File: config.mk
export PLATFORM = sky130hd
export DESIGN_NAME = pwm_sync_unit
export DESIGN_NICKNAME = d
export VERILOG_FILES = /design/src/rtl/pwm_sync_unit.sv
export SDC_FILE = /design/constraint.sdc
export NUM_CORES = 1
export LEC_CHECK = 0
export BUFFER_PORTS_ARGS = -buffer_cell sky130_fd_sc_hd__buf_2
export CAP_MARGIN = 40
export CORE_AREA = 2 2 39 41
export CTS_BUF_LIST = sky130_fd_sc_hd__clkbuf_16
export DETAILED_ROUTE_END_ITERATION = 8
export DIE_AREA = 0 0 41 43
export PLACE_DENSITY = 0.55
export SETUP_SLACK_MARGIN = 0.5
export SLEW_MARGIN = 20
export SYNTH_ARGS = -nofsm -noshare
export SYNTH_HDL_FRONTEND = slang
export SYNTH_SLANG_ARGS = --single-unit
File: constraint.sdc
create_clock -name clk -period 2.1 [get_ports clk]
set_clock_uncertainty 0.1 [all_clocks]
set_input_delay 0.21 -clock clk [delete_from_list [all_inputs] [get_ports clk]]
set_output_delay 0.21 -clock clk [all_outputs]
set_load 0.03 [all_outputs]
File: src/rtl/pwm_sync_unit.sv
module pwm_sync_unit #(
  parameter int WIDTH_W = 4
) (
  input  logic               clk,
  input  logic               rst_n,
  input  logic               ext_mode,
  input  logic               dbl_upd,
  input  logic [WIDTH_W-1:0] width,
  input  logic               prd_start,
  input  logic               prd_mid,
  input  logic               sync_in,
  output logic               sync_out,
  output logic               sync_oe,
  output logic               cnt_restart
);

  logic [WIDTH_W-1:0] cnt;
  logic               active;
  logic [2:0]         sh;
  logic               evt;

  assign evt = prd_start | (dbl_upd & prd_mid);

  always_ff @(posedge clk) begin
    if (!rst_n) begin
      active <= 1'b0;
      cnt    <= '0;
    end else if (ext_mode) begin
      active <= 1'b0;
      cnt    <= '0;
    end else if (evt) begin
      active <= 1'b1;
      cnt    <= width;
    end else if (active) begin
      if (cnt == '0) active <= 1'b0;
      else           cnt    <= cnt - 1'b1;
    end
  end

  always_ff @(posedge clk) begin
    if (!rst_n) sh <= '0;
    else        sh <= {sh[1:0], sync_in};
  end

  assign sync_out    = active;
  assign sync_oe     = ~ext_mode;
  assign cnt_restart = ext_mode & sh[1] & ~sh[2];

endmodule


# Yosys cells after proc, flatten, opt, wreduce, memory -nomap -nowiden
# Index checks and enable logic that the tools add are counted.
# word_totals
register_bits	8
wordCells	22
# classes
n_addsub	1
eq_ne	1
muxes	6
bitwise_logic	7
n_reduce_logical	4
# op_table
op	count
$mux 4	3
$logic_not 4->1	1
$sub 4x1->4 const B	1
$and 1x1->1	3
$mux 1	3
$not 1->1	3
$ne 2x2->1 const B	1
$reduce_and 2->1	1
$reduce_bool 2->1	1
$reduce_or 2->1	1
$or 1x1->1	1

# Longest topological paths before layout
# depth
word_depth	4
mapped_depth	5
ltp_nobuf	5

# Least setup slack after synthesis
# OpenSTA, ideal clock, no wires.
# synth_timing
kind	reg2reg
startpoint	register cnt[0]
endpoint	register cnt[0]
setup_time_ps	125
arrival_time_ps	1272
required_time_ps	1875
setup_slack_ps	603
path_stages_with_launch	6
synth_period_minus_slack_ps	1497
path_cell_list	dfxtp_1 -> inv_1 -> ha_1 -> or3b_4 -> a211oi_1 -> nor3_2
# synth_via
elab_chain_cells	4
word_cells_on_any_way	7
classes_between	add/sub (1); eq/ne (1); mux (3); reduce/logical (2)
# synth_rtl
element	line	rtl
start, declared	17	logic [WIDTH_W-1:0] cnt;
start signal, assigned	33	cnt <= width;
start signal, assigned	36	else cnt <= cnt - 1'b1;
$sub 4x1->4	36	
$mux 4	35	if (cnt == '0) active <= 1'b0;
$mux 4	34	end else if (active) begin
$mux 4	31	end else if (evt) begin
# Parallel ways exist; a longest one is shown, timed or not. The select of a mux whose other input is x is not followed.
# A chain may end at the register's enable or synchronous reset.

# Worst setup path after layout
# layout_timing
startpoint	register cnt[0]
endpoint	register active (netlist: sync_out)
# layout_via
elab_chain_cells	4
# layout_rtl
element	line	rtl
$logic_not 4->1	35	
$mux 1	35	
$mux 1	34	
$mux 1	31	
end signal, assigned	29	active <= 1'b0;
end signal, assigned	32	active <= 1'b1;
end signal, assigned	35	
end, declared	18	logic active;
# No other way between the ends.

==> impl_results.md <==
- Status: completed
- Core Area: 1384 um2
- Register-to-Register Path Depth: 5
- Chip Width: 41 um
- H-tree Lvls: 1
- Sequential area share after synthesis: 0.4142
- RSZ-0062 raised after global routing: true
- Synth-to-Final Area Change: 42.72%
- Setup TNS: 0 ns
- Slew HR: 0.6722
- # diodes: 0
- Chip height: 43 um
- Gr ovfl total: 0
- Num CTS Buffers: 3
- Latest clock arrival within the worst-skew pair: 0.23 ns
- Synth Cell Area: 386.6 um2
- Max cap viols: 0
- Syn Inst Count: 42
- Initial antenna violation count: 0
- Mapped Nets: 54
- Avg Synthesized Cell Area: 9.205 um2
- Ys Warns: 0
- CTS root buffer: clkbuf_16
- Tmin final: 1.561 ns
- Power per cell area: 976.7 nW/um2
- Vias per cell: 4.932
- First-pass GRT wire length: 1297 um
- Initial Util: 0.2794
- Drt pass-1 iters: 4
- Hold-fix buffers at CTS: 0
- Post-DP HPWL: 586.4 um
- CP bufs+invs: 1
- GRT Total Usage: 0.1235
- Synth area leader: dfxtp_1
- Seq cells post-synth: 8
- Io pins: 14
- RD Place Congestion: 0.7242
- Setup violators final: 0
- Nets: 72
- Crit path launch type: register
- CP Capture Type: register
- Final wirelength: 829 um
- Crit-path cells: inv_1 -> ha_1 -> or3b_4 -> and2_4 -> o21a_1
- Synth top area share: 0.4142
- Site Rows: 14
- Leak Pwr: 0.2441 nW
- Path type of the worst setup path: reg2reg
- CP Max Fanout: 4
- Die area: 1763 um2
- Number of remaining DRC errors: 0
- Number of global-route vias before repair: 316
- Leading cell types in the layout, fill and taps excluded: 13 x buf_2, 8 x dfxtp_1, 4 x a21oi_1
- Port-buffer cells: 13
- Final Hold Fails: 0
- CTS tree: yes
- Commonest non-fill, non-tap cell in the layout: buf_2
- Fin crit share: 0.7436
- Fmax: 640.4 MHz
- Largest net degree at the start of global routing: 9
- R2R Path Start: cnt[0]$_SDFFE_PP0P_
- Synth top area cells: dfxtp_1 41%, a21oi_1 5.2%, and2_1 4.9%
- Final Slew Violations: 0
- CP max stage delay: 0.42 ns
- CP Capture Point: sync_out$_SDFF_PP0_
- Maximum vdd drop: 0.4631 mV
- Clock Sinks: 8
- Pwr Total: 0.5389 mW
- Min-delay worst type: in2reg
- Core Util, Final: 0.3987
- Initial DRC Count: 3
- FF-to-FF End: sync_out$_SDFF_PP0_
- Per-cell routed wire length: 11.20 um
- CP required: 2.12 ns
- Clk slew on worst S/H paths: 0.04 ns
- Worst Tran Pin Value: 0.4918 ns
- Slowest cell on the critical path: or3b_4
- WP data arrival: 1.58 ns
- Post_cts resized: 0
- Post-CTS setup buffers: 0
- WP depth: 5
- Setup crit start: cnt[0]$_SDFFE_PP0P_
- Share of cells above drive strength 1: 0.3793
- Synth cell types: 23
- Crit-path leading delay family: simple AND/OR/NAND/NOR gates
- R2r setup slk: 0.54 ns
- Final ANT Viol Nets: 0
- CTS Buffer Depth: 2
- Vias: 365
-- Yosys cell counts --
| cell type | count |
|---|---|
| dfxtp_1 | 8 |
| a21oi_1 | 4 |
| and2_1 | 3 |
| inv_1 | 3 |
| o21ai_0 | 3 |
| nand2_1 | 2 |
| nand3_1 | 2 |
| nor2_1 | 2 |
| a211oi_1 | 1 |
| a21o_1 | 1 |
| and2_4 | 1 |
| and4_4 | 1 |
| ha_1 | 1 |
| mux2i_1 | 1 |
| nand4_1 | 1 |
| nand4b_1 | 1 |
| nor2b_1 | 1 |
| nor3_2 | 1 |
| nor3b_1 | 1 |
| nor4b_1 | 1 |
| o211ai_2 | 1 |
| o21a_1 | 1 |
| or3b_4 | 1 |
-- area by class of cell --
cell class,count,area [um2]
fill,148,832.0
multi-input combinational,31,220.2
sequential,8,160.2
clock buffer,3,75.07
timing repair buffer,13,65.06
tap,16,20.02
inverter,3,11.26
-- through the flow --
| step | hold WS [ns] | worst slack [ns] | std cells | area [um2] |
|---|---|---|---|---|
| detailed placement | 0.3245 | 0.5205 | 71 | 471.7 |
| finish | 0.09509 | 0.5385 | 74 | 551.8 |
| global route | 0.1034 | 0.4753 | 74 | 551.8 |
| global placement | 0.3165 | 0.5612 | 71 | 471.7 |
| floorplan | 0.2317 | 0.6030 | 42 | 386.6 |
| CTS | 0.09797 | 0.5136 | 74 | 546.8 |
-- worst min-delay path by stage --
stage	from	endpoint	slack [ns]	cells after the start
after floorplan	rst_n	sh[0]$_SDFF_PN0_	0.23	1
after global placement	sh[0]$_SDFF_PN0_	sh[1]$_SDFF_PN0_	0.32	1
after detailed placement	sh[0]$_SDFF_PN0_	sh[1]$_SDFF_PN0_	0.32	1
after CTS	sync_in	sh[0]$_SDFF_PN0_	0.1	2
after global routing	sync_in	sh[0]$_SDFF_PN0_	0.10	2
final	sync_in	sh[0]$_SDFF_PN0_	0.1	2
-- state kept, by name, summed over array words and instances (netlist names) --
name / count
cnt: 4
sh: 3
sync_out: 1
-- kinds of logic (layout without fill, tap and decap cells) --
logic type	count (synthesis)	after routing	share of synthesized area
simple gates	18	18	0.3172
compound gates	11	11	0.1812
flops	8	8	0.4142
buf+inv	3	19	0.02912
fa+ha+maj	1	1	0.03236
mux	1	1	0.02589
-- power by group --
| group | internal (mW) | switching (mW) |
|---|---|---|
| clock network | 0.245 | 0.0737 |
| logic | 0.0254 | 0.0278 |
| registers | 0.160 | 0.00661 |
-- per-layer routing --
metal / share of wire / routed length (um) / vias up / GRT usage
met1: 0.44 / 368 / 166 / 0.1254
met2: 0.44 / 366 / 9 / 0.1594
li1: - / - / 185 / -
met5: 0 / 0 / - / 0
met4: 0.037 / 31 / 0 / 0.1000
met3: 0.076 / 63 / 5 / 0.09424
Note: power is estimated with default switching activity, not from simulation.
